$ cat src/rtl/asram_pkg.sv
package asram_pkg;

    typedef enum logic [2:0] {
        ST_IDLE,
        ST_RD_ACC,
        ST_RD_DONE,
        ST_WR_SETUP,
        ST_WR_PULSE,
        ST_WR_DONE
    } state_e;

    // Round a nanosecond limit up to whole clock periods.
    function automatic int ns_to_cyc(input int ns, input int clk_ns);
        return (ns + clk_ns - 1) / clk_ns;
    endfunction

    function automatic int imax(input int a, input int b);
        return (a > b) ? a : b;
    endfunction

endpackage

$ cat src/rtl/asram_timer.sv
module asram_timer #(
    parameter int CNT_W = 4
) (
    input  logic             clk,
    input  logic             rst_n,
    input  logic             load,
    input  logic [CNT_W-1:0] load_val,
    output logic             expired
);

    logic [CNT_W-1:0] cnt_q;

    always_ff @(posedge clk) begin
        if (!rst_n) begin
            cnt_q <= '0;
        end else if (load) begin
            cnt_q <= load_val;
        end else if (cnt_q != '0) begin
            cnt_q <= cnt_q - 1'b1;
        end
    end

    assign expired = (cnt_q == '0);

    // a running count steps down by one per cycle
    p_count_step_r9: assert property (@(posedge clk) disable iff (!rst_n)
        (!load && cnt_q != '0) |=> (cnt_q == $past(cnt_q) - 1'b1));

endmodule

$ cat src/rtl/asram_datapath.sv
module asram_datapath #(
    parameter int ADDR_W = 15,
    parameter int DATA_W = 8
) (
    input  logic              clk,
    input  logic              rst_n,
    input  logic              accept,
    input  logic [ADDR_W-1:0] in_addr,
    input  logic [DATA_W-1:0] in_wdata,
    input  logic              capture,
    input  logic [DATA_W-1:0] mem_rdata,
    output logic [ADDR_W-1:0] addr_q,
    output logic [DATA_W-1:0] wdata_q,
    output logic [DATA_W-1:0] rdata_q,
    output logic              rvalid_q
);

    always_ff @(posedge clk) begin
        if (!rst_n) begin
            addr_q  <= '0;
            wdata_q <= '0;
        end else if (accept) begin
            addr_q  <= in_addr;
            wdata_q <= in_wdata;
        end
    end

    always_ff @(posedge clk) begin
        if (!rst_n) begin
            rdata_q  <= '0;
            rvalid_q <= 1'b0;
        end else begin
            rvalid_q <= capture;
            if (capture) begin
                rdata_q <= mem_rdata;
            end
        end
    end

    // read-valid is a single-cycle pulse
    p_rvalid_pulse_r2: assert property (@(posedge clk) disable iff (!rst_n)
        rvalid_q |=> !rvalid_q);

    // the held address changes only on an accepted request
    p_addr_hold_r6: assert property (@(posedge clk) disable iff (!rst_n)
        !accept |=> $stable(addr_q));

endmodule

$ cat src/rtl/asram_ctrl.sv
module asram_ctrl
    import asram_pkg::*;
#(
    parameter int ADDR_W  = 15,
    parameter int DATA_W  = 8,
    parameter int CLK_NS  = 10,
    parameter int T_AA_NS = 55,
    parameter int T_OE_NS = 30,
    parameter int T_RC_NS = 55,
    parameter int T_WP_NS = 40,
    parameter int T_DW_NS = 25,
    parameter int T_AW_NS = 50,
    parameter int T_WC_NS = 55
) (
    input  logic              clk,
    input  logic              rst_n,
    input  logic              req,
    input  logic              we,
    input  logic [ADDR_W-1:0] addr,
    input  logic [DATA_W-1:0] wdata,
    output logic              ready,
    output logic              rvalid,
    output logic [DATA_W-1:0] rdata,
    output logic [ADDR_W-1:0] sram_addr,
    output logic              sram_ce_n,
    output logic              sram_oe_n,
    output logic              sram_we_n,
    output logic [DATA_W-1:0] sram_dq_o,
    output logic              sram_dq_oe,
    input  logic [DATA_W-1:0] sram_dq_i
);

    // phase lengths in cycles, derived from the nanosecond limits
    localparam int RD_RAW = imax(imax(ns_to_cyc(T_AA_NS, CLK_NS), ns_to_cyc(T_OE_NS, CLK_NS)),
                                 ns_to_cyc(T_RC_NS, CLK_NS));
    localparam int RD_CYC = imax(RD_RAW, 1);
    localparam int WP_RAW = imax(imax(ns_to_cyc(T_WP_NS, CLK_NS), ns_to_cyc(T_DW_NS, CLK_NS)),
                                 imax(ns_to_cyc(T_AW_NS, CLK_NS) - 1,
                                      ns_to_cyc(T_WC_NS, CLK_NS) - 2));
    localparam int WP_CYC = imax(WP_RAW, 1);
    localparam int CNT_W  = $clog2(imax(RD_CYC, WP_CYC)) + 1;
    localparam logic [CNT_W-1:0] RD_LOAD = CNT_W'(RD_CYC - 1);
    localparam logic [CNT_W-1:0] WP_LOAD = CNT_W'(WP_CYC - 1);

    state_e           state_q, state_d;
    logic             tmr_load;
    logic [CNT_W-1:0] tmr_val;
    logic             tmr_expired;
    logic             capture;
    logic             accept;

    assign accept = (state_q == ST_IDLE) && req;

    asram_timer #(.CNT_W(CNT_W)) u_timer (
        .clk      (clk),
        .rst_n    (rst_n),
        .load     (tmr_load),
        .load_val (tmr_val),
        .expired  (tmr_expired)
    );

    asram_datapath #(.ADDR_W(ADDR_W), .DATA_W(DATA_W)) u_dpath (
        .clk       (clk),
        .rst_n     (rst_n),
        .accept    (accept),
        .in_addr   (addr),
        .in_wdata  (wdata),
        .capture   (capture),
        .mem_rdata (sram_dq_i),
        .addr_q    (sram_addr),
        .wdata_q   (sram_dq_o),
        .rdata_q   (rdata),
        .rvalid_q  (rvalid)
    );

    // Next-state and timer control
    always_comb begin
        state_d  = state_q;
        tmr_load = 1'b0;
        tmr_val  = '0;
        capture  = 1'b0;
        unique case (state_q)
            ST_IDLE: begin
                if (req) begin
                    if (we) begin
                        state_d = ST_WR_SETUP;
                    end else begin
                        state_d  = ST_RD_ACC;
                        tmr_load = 1'b1;
                        tmr_val  = RD_LOAD;
                    end
                end
            end
            ST_RD_ACC: begin
                if (tmr_expired) begin
                    capture = 1'b1;
                    state_d = ST_RD_DONE;
                end
            end
            ST_RD_DONE: state_d = ST_IDLE;
            ST_WR_SETUP: begin
                state_d  = ST_WR_PULSE;
                tmr_load = 1'b1;
                tmr_val  = WP_LOAD;
            end
            ST_WR_PULSE: begin
                if (tmr_expired) begin
                    state_d = ST_WR_DONE;
                end
            end
            ST_WR_DONE: state_d = ST_IDLE;
            default:    state_d = ST_IDLE;
        endcase
    end

    // State register
    always_ff @(posedge clk) begin
        if (!rst_n) begin
            state_q <= ST_IDLE;
        end else begin
            state_q <= state_d;
        end
    end

    // Registered strobes, decoded from the next state
    always_ff @(posedge clk) begin
        if (!rst_n) begin
            sram_ce_n  <= 1'b1;
            sram_oe_n  <= 1'b1;
            sram_we_n  <= 1'b1;
            sram_dq_oe <= 1'b0;
            ready      <= 1'b1;
        end else begin
            sram_ce_n  <= !(state_d == ST_RD_ACC || state_d == ST_WR_SETUP ||
                            state_d == ST_WR_PULSE);
            sram_oe_n  <= (state_d != ST_RD_ACC);
            sram_we_n  <= (state_d != ST_WR_PULSE);
            sram_dq_oe <= (state_d == ST_WR_PULSE);
            ready      <= (state_d == ST_IDLE);
        end
    end

    // while ready the memory bus is fully released
    p_ready_idle_r7: assert property (@(posedge clk) disable iff (!rst_n)
        ready |-> (sram_ce_n && sram_oe_n && sram_we_n && !sram_dq_oe));

    // output enable stays high during the write pulse
    p_oe_high_write_r4: assert property (@(posedge clk) disable iff (!rst_n)
        !sram_we_n |-> (sram_oe_n && !sram_ce_n));

    // driver enable tracks the write pulse
    p_drv_pulse_r5: assert property (@(posedge clk) disable iff (!rst_n)
        sram_dq_oe == !sram_we_n);

    // driven data stays put within a pulse
    p_wdata_stable_r5: assert property (@(posedge clk) disable iff (!rst_n)
        (!sram_we_n && !$past(sram_we_n)) |-> $stable(sram_dq_o));

    // no drive in the cycle after output enable was low
    p_turnaround_r8: assert property (@(posedge clk) disable iff (!rst_n)
        !$past(sram_oe_n) |-> !sram_dq_oe);

    // read result appears with the strobes already released
    p_release_r3: assert property (@(posedge clk) disable iff (!rst_n)
        rvalid |-> (sram_ce_n && sram_oe_n && !ready));

    // address is steady while the chip stays enabled
    p_addr_stable_r6: assert property (@(posedge clk) disable iff (!rst_n)
        (!sram_ce_n && !$past(sram_ce_n)) |-> $stable(sram_addr));

endmodule

$ cat config.mk
export PLATFORM = sky130hd
export DESIGN_NAME = asram_ctrl
export DESIGN_NICKNAME = d
export VERILOG_FILES = /design/src/rtl/asram_pkg.sv /design/src/rtl/asram_timer.sv /design/src/rtl/asram_datapath.sv /design/src/rtl/asram_ctrl.sv
export SDC_FILE = /design/constraint.sdc
export NUM_CORES = 1
export LEC_CHECK = 0
export BUFFER_PORTS_ARGS = -buffer_cell sky130_fd_sc_hd__buf_2
export CORE_MARGIN = 2
export CORE_UTILIZATION = 47
export CTS_CLUSTER_DIAMETER = 80
export DETAILED_ROUTE_END_ITERATION = 16
export GPL_ROUTABILITY_DRIVEN = 0
export PLACE_DENSITY = 0.75
export SYNTH_ARGS = -nofsm -noshare
export SYNTH_HDL_FRONTEND = slang
export SYNTH_SLANG_ARGS = --single-unit
$ cat constraint.sdc
create_clock -name clk -period 2 [get_ports clk]
set_input_delay 0.3 -clock clk [delete_from_list [all_inputs] [get_ports clk]]
set_output_delay 0.3 -clock clk [all_outputs]
set_load 0.05 [all_outputs]
==> results of run 1 <==
## cell usage after synthesis (2+ instances only)
cell / number / area [sq um]
inv_1: 4 / 15.0
dfxtp_1: 44 / 881
and2_1: 2 / 12.5
clkbuf_1: 6 / 22.5
nor3_1: 5 / 25.0
buf_6: 2 / 22.5
nor2_1: 2 / 7.51
a21oi_1: 3 / 15.0
o21ai_0: 2 / 10.0
o21a_1: 2 / 15.0
or3_1: 3 / 18.8
nand2_1: 52 / 195
nor2b_1: 10 / 62.6
a21boi_0: 24 / 180
mux2i_1: 8 / 80.1
buf_2: 2 / 10.0
xnor2_1: 2 / 17.5
a22oi_1: 3 / 22.5
## routing by layer
metal,up-vias,GRT usage [%],share of wire [%]
met3,7,5.31,7.5
met1,658,20.7,46
met2,55,32.0,44
met4,0,8.59,1.7
li1,783,-,-
met5,-,0,0
## cells by family after synthesis
kind of cell,count (synthesis),share of synthesized area [%]
compound gates,37,16.3
xor+xnor,2,0.990
fa+ha+maj,1,0.707
buf+inv,16,5.23
flops,44,49.8
mux,8,4.53
simple gates,83,22.5
## critical path: stages, from the launching register on
cell and delay [ps]:
dfxtp_1 330, inv_1 60, ha_1 150, or3b_4 400
or3_4 460, mux2i_1 180, nor2b_1 60
## sequential cells by signal, summed over array words and instances (netlist names)
signal,flops
sram_dq_oe,1
u_dpath.rdata_q,8
u_timer.cnt_q,4
u_dpath.wdata_q,8
u_dpath.rvalid_q,1
sram_ce_n,1
sram_oe_n,1
sram_we_n,1
state_q,3
u_dpath.addr_q,15
ready,1
## stage by stage
step,hold WS [ps],setup WS (ps)
floorplan,445,254
global placement,446,158
detailed placement,452,99.5
CTS,239,91.7
global route,250,131
finish,242,257
## worst paths after layout
path / endpoint / slack, ps / cells after the start
max reg2reg: u_dpath.rdata_q[5]$_SDFFE_PN0P_ / 260 / 6
min reg2reg: u_dpath.addr_q[2]$_SDFFE_PN0P_ / 460 / 2
max: u_dpath.rdata_q[5]$_SDFFE_PN0P_ / 260 / 6
min: u_dpath.wdata_q[7]$_SDFFE_PN0P_ / 240 / 3
## final cells by class
class                           count  area, sq um  share of cell area (%)
Clock inverter                      1         30.0                    1.31
Multi-Input combinational cell    131          801                    35.0
Sequential cell                    44          881                    38.4
Inverter                            4         15.0                   0.655
Tap cell                           48         60.1                    2.62
Clock buffer                        7         96.3                    4.21
Timing Repair Buffer               78          408                    17.8
## power by group
part           internal, mW  switching (mW)
combinational         0.399           0.729
clock                 0.440           0.287
sequential             1.02          0.0764
## repair_timing
action	in CTS	in global routing
setup endpoints to repair	0	4
gates resized for setup	0	1
hold endpoints to repair	0	0
==> impl_results.md, run 1 <==
* Vias/cell at 4.80
* Commonest non-fill, non-tap cells in the layout: buf_2 (71), nand2_1 (52), dfxtp_1 (44)
* Die W at 65.4 microns
* Initial Util at 48.7%
* CP Capture Type: flop
* Synth Area per Inst at 9.26 sq um
* Crit Path Class: flop to flop
* GRT Total Usage at 18.4%
* Placed cells at 305
* CTS buffer count at 5
* CP Max Fanout at 8
* Root cell of the clock tree: clkbuf_8
* Overall power at 2.95 mW
* WP data required at 2190 ps
* Nets at 300
* Hold Path Origin: wdata[7]
* Cell area after synthesis at 0.00177 sq mm
* HPWL Detailed at 2.54 mm
* Slew Limit Fails at 0
* RSZ-0062 raised after global routing: no
* Power per cell area at 1290 mW/mm^2
* Final Hold Fails at 0
* Final critical-path required period at 1740 ps
* H-tree Lvls at 2
* Distinct cells, synth at 33
* Post CTS Setup Buffer Count at 0
* # DRC at 0
* Initial DRC Count at 49
* Final clock skew at 6.51 ps
* Grt total ovfl at 0
* Area of the core at 0.00363 sq mm
* Diode count at 0
* Layout area overhead at 29.5%
* Clk buf depth at 2
* Via count at 1,503
* Antenna violations before repair at 0
* Final setup TNS at 0 ps
* Slew @ Worst Pin at 345 ps
* Worst VDD drop at 668 uV
* Static leakage at 1.09 nW
* Final instance area at 0.00229 sq mm
* Worst R2R Start: u_timer.cnt_q[0]$_SDFFE_PN0P_
* Slew headroom at 76.8%
* CP Launch Point: u_timer.cnt_q[0]$_SDFFE_PN0P_
* Layout cells sized above 1 at 35.5%
* Wire length per cell at 11.1 microns
* Global-route wire length before repair at 6.11 mm
* Detail Route Antenna Nets at 0
* Crit path DAT at 1930 ps
* Core Util, Final at 63.1%
* FILL cells at 338
* Flops & latches, synth at 44
* Chip height at 65.4 microns
* Placed cell area at 0.00216 sq mm
* Port buffer count at 71
* Area of the die at 0.00427 sq mm
* Critical path launch point type: flop
* Largest net degree at the start of global routing at 38
* Syn_nets at 227
* HP Class: input port to flop
* YS warnings at 0
* Post-Layout Cell Count at 313
* Rows at 22
* Cells after Synth at 191
* Max Freq at 574 MHz
* Period utilization at 87.2%
* Final setup fails at 0
* Commonest non-fill, non-tap cell in the layout: buf_2
* Top-level port count at 72
* Clk sinks at 44
* Synth async-reset ratio at 0%
* Clk_lat worst skew at 290 ps
* Hold-fix buffers, CTS at 0
* Primary FF master, synth: dfxtp_1
* CTS tree: built
* Status: finished, final reports clean
* Post-synthesis sequential area ratio at 49.8%
* Max-cap violations at 0
* Final wirelength at 3.47 mm
* Clk pin slew, worst setup/hold paths at 80 ps
* Post-synth EDFFs at 0
* Vias in the first global route at 1,494
* Drt pass-1 iters at 4
(Power assumes the default switching activity.)
==> inputs of run 2 (changes only) <==
Settings changed: CELL_PAD_IN_SITES_DETAIL_PLACEMENT set to 2, CELL_PAD_IN_SITES_GLOBAL_PLACEMENT set to 2, CORE_UTILIZATION 47 to 27.
==> run 2 against run 1 <==
Effect of this change:
- hold slack better by 9.0 ps
- critical path depth stayed put
- global-route usage is 4.8 points lower
- critical path type unchanged
- first-iteration DRC count is 20% lower
- largest cell class unchanged
- total power is 5.3% lower
- clock power is 27% lower
- setup slack worse by 130 ps
- wire length is 34% higher
- register-to-register slack worse by 130 ps
- clock skew is 3.9 ps lower
==> impl_results.md, run 2 (synthesis gave the netlist of run 1 again) <==
* Detail Route Antenna Nets at 0
* Global-route wire length before repair at 7.87 mm
* Slew @ Worst Pin at 352 ps
* Grt total ovfl at 0
* Biggest register: u_dpath.addr_q
* GRT Total Usage at 13.6%
* CP Max Fanout at 8
* Via count at 1,547
* Wire length per cell at 13.7 microns
* Static leakage at 1.06 nW
* Final wirelength at 4.65 mm
* Crit path DAT at 2050 ps
* Drt pass-1 iters at 3
* Commonest non-fill, non-tap cell in the layout: buf_2
* Chip height at 85.0 microns
* Period utilization at 93.5%
* Diode count at 0
* Largest registers: u_dpath.addr_q x15, u_dpath.rdata_q x8, u_dpath.wdata_q x8
* CTS buffer count at 5
* Root cell of the clock tree: clkbuf_8
* Rows at 29
* Clk buf depth at 2
* Clk pin slew, worst setup/hold paths at 80 ps
* Core Util, Final at 35.8%
* Placed cells at 332
* Layout cells sized above 1 at 34.4%
* Area of the die at 0.00722 sq mm
* Initial DRC Count at 39
* Commonest non-fill, non-tap cells in the layout: buf_2 (71), nand2_1 (52), dfxtp_1 (44)
* Vias in the first global route at 1,696
* WP data required at 2180 ps
* Post-Layout Cell Count at 339
* Vias/cell at 4.56
* RSZ-0062 raised after global routing: no
* Port buffer count at 71
* Crit Path Class: flop to flop
* Placed cell area at 0.00219 sq mm
* Final clock skew at 2.60 ps
* Status: finished, final reports clean
* Clk sinks at 44
* Final setup TNS at 0 ps
* Worst VDD drop at 307 uV
* R2r endpoint: u_dpath.rdata_q[2]$_SDFFE_PN0P_
* Area of the core at 0.00635 sq mm
* Top-level port count at 72
* Antenna violations before repair at 0
* # DRC at 0
* Hold Path Depth at 3
* CP Capture Type: flop
* Max-cap violations at 0
* Worst R2R Path Depth at 6
* Final setup fails at 0
* Fin Hold WS at 251 ps
* Slew headroom at 76.4%
* Clk_lat worst skew at 290 ps
* Final instance area at 0.00228 sq mm
* Hold endpoint: u_dpath.wdata_q[0]$_SDFFE_PN0P_
* H-tree Lvls at 2
* Final critical-path required period at 1870 ps
* Max Freq at 535 MHz
* Worst R2R Start: u_timer.cnt_q[0]$_SDFFE_PN0P_
* Max reg flops at 15
* Hold Path Origin: wdata[0]
* Critical path launch point type: flop
* Layout area overhead at 28.6%
* Power per cell area at 1230 mW/mm^2
* Reg-to-reg setup timing slack at 130 ps
* Largest net degree at the start of global routing at 33
* CTS tree: built
* Final Hold Fails at 0
* HP Class: input port to flop
* Nets at 298
* Die W at 85.0 microns
* HPWL Detailed at 3.47 mm
* Slew Limit Fails at 0
* Initial Util at 27.9%
## run 2: cell types whose count changed in the layout (fill, tap and decap cells not counted)
cell	previous run	this run
clkinv_2	0	1
buf_4	7	4
buf_12	0	1
clkbuf_8	7	5
bufinv_16	1	0
clkbuf_1	0	1
## run 2: report_power, final
part           switching (mW)  total (mW)  internal (mW)
logic                   0.751        1.15          0.399
registers              0.0939        1.11           1.02
clock network           0.293       0.531          0.238
total                    1.14        2.79           1.66
## run 2: worst max-delay path, stage by stage (launching register included)
cell     delay, ps
dfxtp_1        340
inv_1           70
ha_1           210
or3b_4         410
or3_4          470
mux2i_1        200
nor2b_1         60
## run 2: cell type report
cell class                      instances  area [sq um]
Clock buffer                            6          72.6
Clock inverter                          1          5.00
Fill cell                             744          4070
Inverter                                4          15.0
Multi-Input combinational cell        131           801
Sequential cell                        44           881
Tap cell                               77          96.3
Timing Repair Buffer                   76           405
## run 2: stage by stage
stage               setup slack, ps  power [mW]
floorplan                       254        1.99
global placement               82.7        2.27
detailed placement            -34.7        2.30
CTS                             107        2.85
global route                   11.6        3.00
finish                          131        2.79
## run 2: worst max path at each step
stage                                        from                               to  slack (ps)  cells after the start
floorplan           u_timer.cnt_q[0]$_SDFFE_PN0P_  u_dpath.rdata_q[0]$_SDFFE_PN0P_         250                      7
global placement    u_timer.cnt_q[0]$_SDFFE_PN0P_  u_dpath.rdata_q[0]$_SDFFE_PN0P_          80                      6
detailed placement  u_timer.cnt_q[0]$_SDFFE_PN0P_  u_dpath.rdata_q[2]$_SDFFE_PN0P_         -30                      6
CTS                 u_timer.cnt_q[0]$_SDFFE_PN0P_  u_dpath.rdata_q[2]$_SDFFE_PN0P_         110                      6
global route        u_timer.cnt_q[0]$_SDFFE_PN0P_  u_dpath.rdata_q[1]$_SDFFE_PN0P_          10                      6
finish              u_timer.cnt_q[0]$_SDFFE_PN0P_  u_dpath.rdata_q[2]$_SDFFE_PN0P_         130                      6
## run 2: layer usage
| layer | wire length [microns] | up-vias | part of all wire [%] | track usage [%] |
|---|---|---|---|---|
| li1 | - | 770 | - | - |
| met1 | 1960 | 729 | 42 | 15.8 |
| met2 | 2290 | 44 | 49 | 23.2 |
| met3 | 361 | 4 | 7.8 | 5.35 |
| met4 | 40 | 0 | 0.86 | 3.90 |
| met5 | 0 | - | 0 | 0 |
## run 2: what timing repair did
| action | CTS | global route |
|---|---|---|
| setup endpoints to repair | 8 | 0 |
| hold buffers | 0 | 0 |
| gates resized for setup | 1 | 0 |
| buffers inserted | 0 | 0 |
==> inputs of run 3 (changes only) <==
Settings changed: BUFFER_PORTS_ARGS -buffer_cell sky130_fd_sc_hd__buf_2 to not set, CORE_UTILIZATION 27 to 35, DONT_BUFFER_PORTS set to 1, PLACE_DENSITY 0.75 to 0.74.
==> run 3 against run 2 <==
Effect of this change:
- die area shrank 22%
- via count shrank 13%
- non-clock buffer count shrank 70
- highest routed layer unchanged
- wire length shrank 4.5%
- critical path type unchanged
- global-route usage grew 3.1 points
- sequential cell count is the same
==> impl_results.md, run 3 (synthesis gave the netlist of run 1 again) <==
* Status: finished, final reports clean
* Final instance area at 0.00195 sq mm
* Area of the die at 0.00564 sq mm
* GRT Total Usage at 16.7%
* Grt total ovfl at 0
* H-tree Lvls at 2
* Clk pin slew, worst setup/hold paths at 80 ps
* Critical path launch point type: flop
* Crit Path Class: flop to flop
* Chip height at 75.1 microns
* Routed length on met3 at 293 microns
* Area used by multi-input combinational logic at 801 sq um
* Hold Path Origin: rst_n
* Commonest non-fill, non-tap cells in the layout: nand2_1 (52), dfxtp_1 (44), a21boi_0 (24)
* Initial DRC Count at 47
* Rows at 25
* FILL cells at 544
* Via count at 1,340
* Final wirelength at 4.44 mm
* CP Launch Point: u_timer.cnt_q[0]$_SDFFE_PN0P_
* CP Max Fanout at 8
* Final setup TNS at 0 ps
* Worst setup margin at 201 ps
* Top-level port count at 72
* HPWL Detailed at 3.37 mm
* DR top layer: met4
* Die W at 75.1 microns
* Final critical-path required period at 1800 ps
* Register area at 881 sq um
* Placed cell area at 0.00182 sq mm
* Dpl ws at 62.9 ps
* Crit path DAT at 1990 ps
* Diode count at 0
* Clk_lat worst skew at 290 ps
* Clk sinks at 44
* Vias in the first global route at 1,517
* Max-cap violations at 0
* Slew headroom at 63.8%
* RSZ-0062 raised after global routing: no
* # DRC at 0
* Nets at 228
* Slew @ Worst Pin at 542 ps
* HP Class: input port to flop
* Power per cell area at 1480 mW/mm^2
* Overall power at 2.89 mW
* Worst R2R Start: u_timer.cnt_q[0]$_SDFFE_PN0P_
* Met1 WL at 1.74 mm
* Commonest non-fill, non-tap cell in the layout: nand2_1
* Port buffer count at 0
* Slew Limit Fails at 0
* Vias/cell at 5.15
* Max Freq at 556 MHz
* Global-route wire length before repair at 7.11 mm
* Layout cells sized above 1 at 11.4%
* Static leakage at 0.762 nW
* Final clock skew at 11.2 ps
* Clk buf depth at 2
* Largest registers: u_dpath.addr_q x15, u_dpath.rdata_q x8, u_dpath.wdata_q x8
* Max reg flops at 15
* Final setup fails at 0
* Core Util, Final at 40.8%
* Worst VDD drop at 517 uV
* Initial Util at 37.0%
* CP Capture Type: flop
* Routed wl met2 at 2.36 mm
* Period utilization at 89.9%
* CTS buffer count at 5
* Antenna violations before repair at 0
* Biggest register: u_dpath.addr_q
* Area of the core at 0.00479 sq mm
* Drt pass-1 iters at 4
* CTS tree: built
* Layout area overhead at 10.3%
* Wire length per cell at 17.1 microns
* WP data required at 2190 ps
* Detail Route Antenna Nets at 0
* Final Hold Fails at 0
* Root cell of the clock tree: clkbuf_8
* Largest net degree at the start of global routing at 41
==> run 3: power by group <==
part | switching, mW | internal [mW] | total, mW
registers | 0.465 | 1.02 | 1.48
logic | 0.356 | 0.316 | 0.672
clock network | 0.289 | 0.441 | 0.730
==> run 3: layout make-up <==
type	instances	share of cell area, %
Clock buffer	7	4.94
Clock inverter	1	1.54
Inverter	4	0.769
Multi-Input combinational cell	131	41.0
Sequential cell	44	45.1
Tap cell	67	4.29
Timing Repair Buffer	6	2.31
==> run 3: final timing paths <==
check,end,slack (ps),depth (start not counted)
hold reg to reg,u_dpath.rvalid_q$_SDFF_PN0_,520,2
hold / removal,sram_we_n$_SDFF_PN1_,100,1
setup / recovery,u_dpath.rdata_q[0]$_SDFFE_PN0P_,200,6
setup reg to reg,u_dpath.rdata_q[0]$_SDFFE_PN0P_,200,6
==> run 3: per-layer routing <==
| metal | up-vias | track usage [%] |
|---|---|---|
| li1 | 629 | - |
| met1 | 664 | 17.7 |
| met2 | 41 | 30.2 |
| met3 | 6 | 6.69 |
| met4 | 0 | 5.36 |
| met5 | - | 0 |
==> run 3: worst max-delay path, stage by stage, from the launching register on <==
cell and delay (ps):
dfxtp_1 350, inv_1 60, ha_1 150, or3b_4 400
or3_4 460, mux2i_1 200, nor2b_1 70
==> run 3: timing repair <==
action / in CTS / in global routing
hold buffers: 0 / 0
gates resized for setup: 0 / 1
setup buffers: 0 / 0
setup endpoints to repair: 0 / 8
==> run 3: through the flow <==
stage	std cells	hold slack [ps]
after global routing	260	64.7
after detailed placement	252	381
after global placement	252	370
after CTS	260	75.3
final	260	95.6
after floorplan	191	445
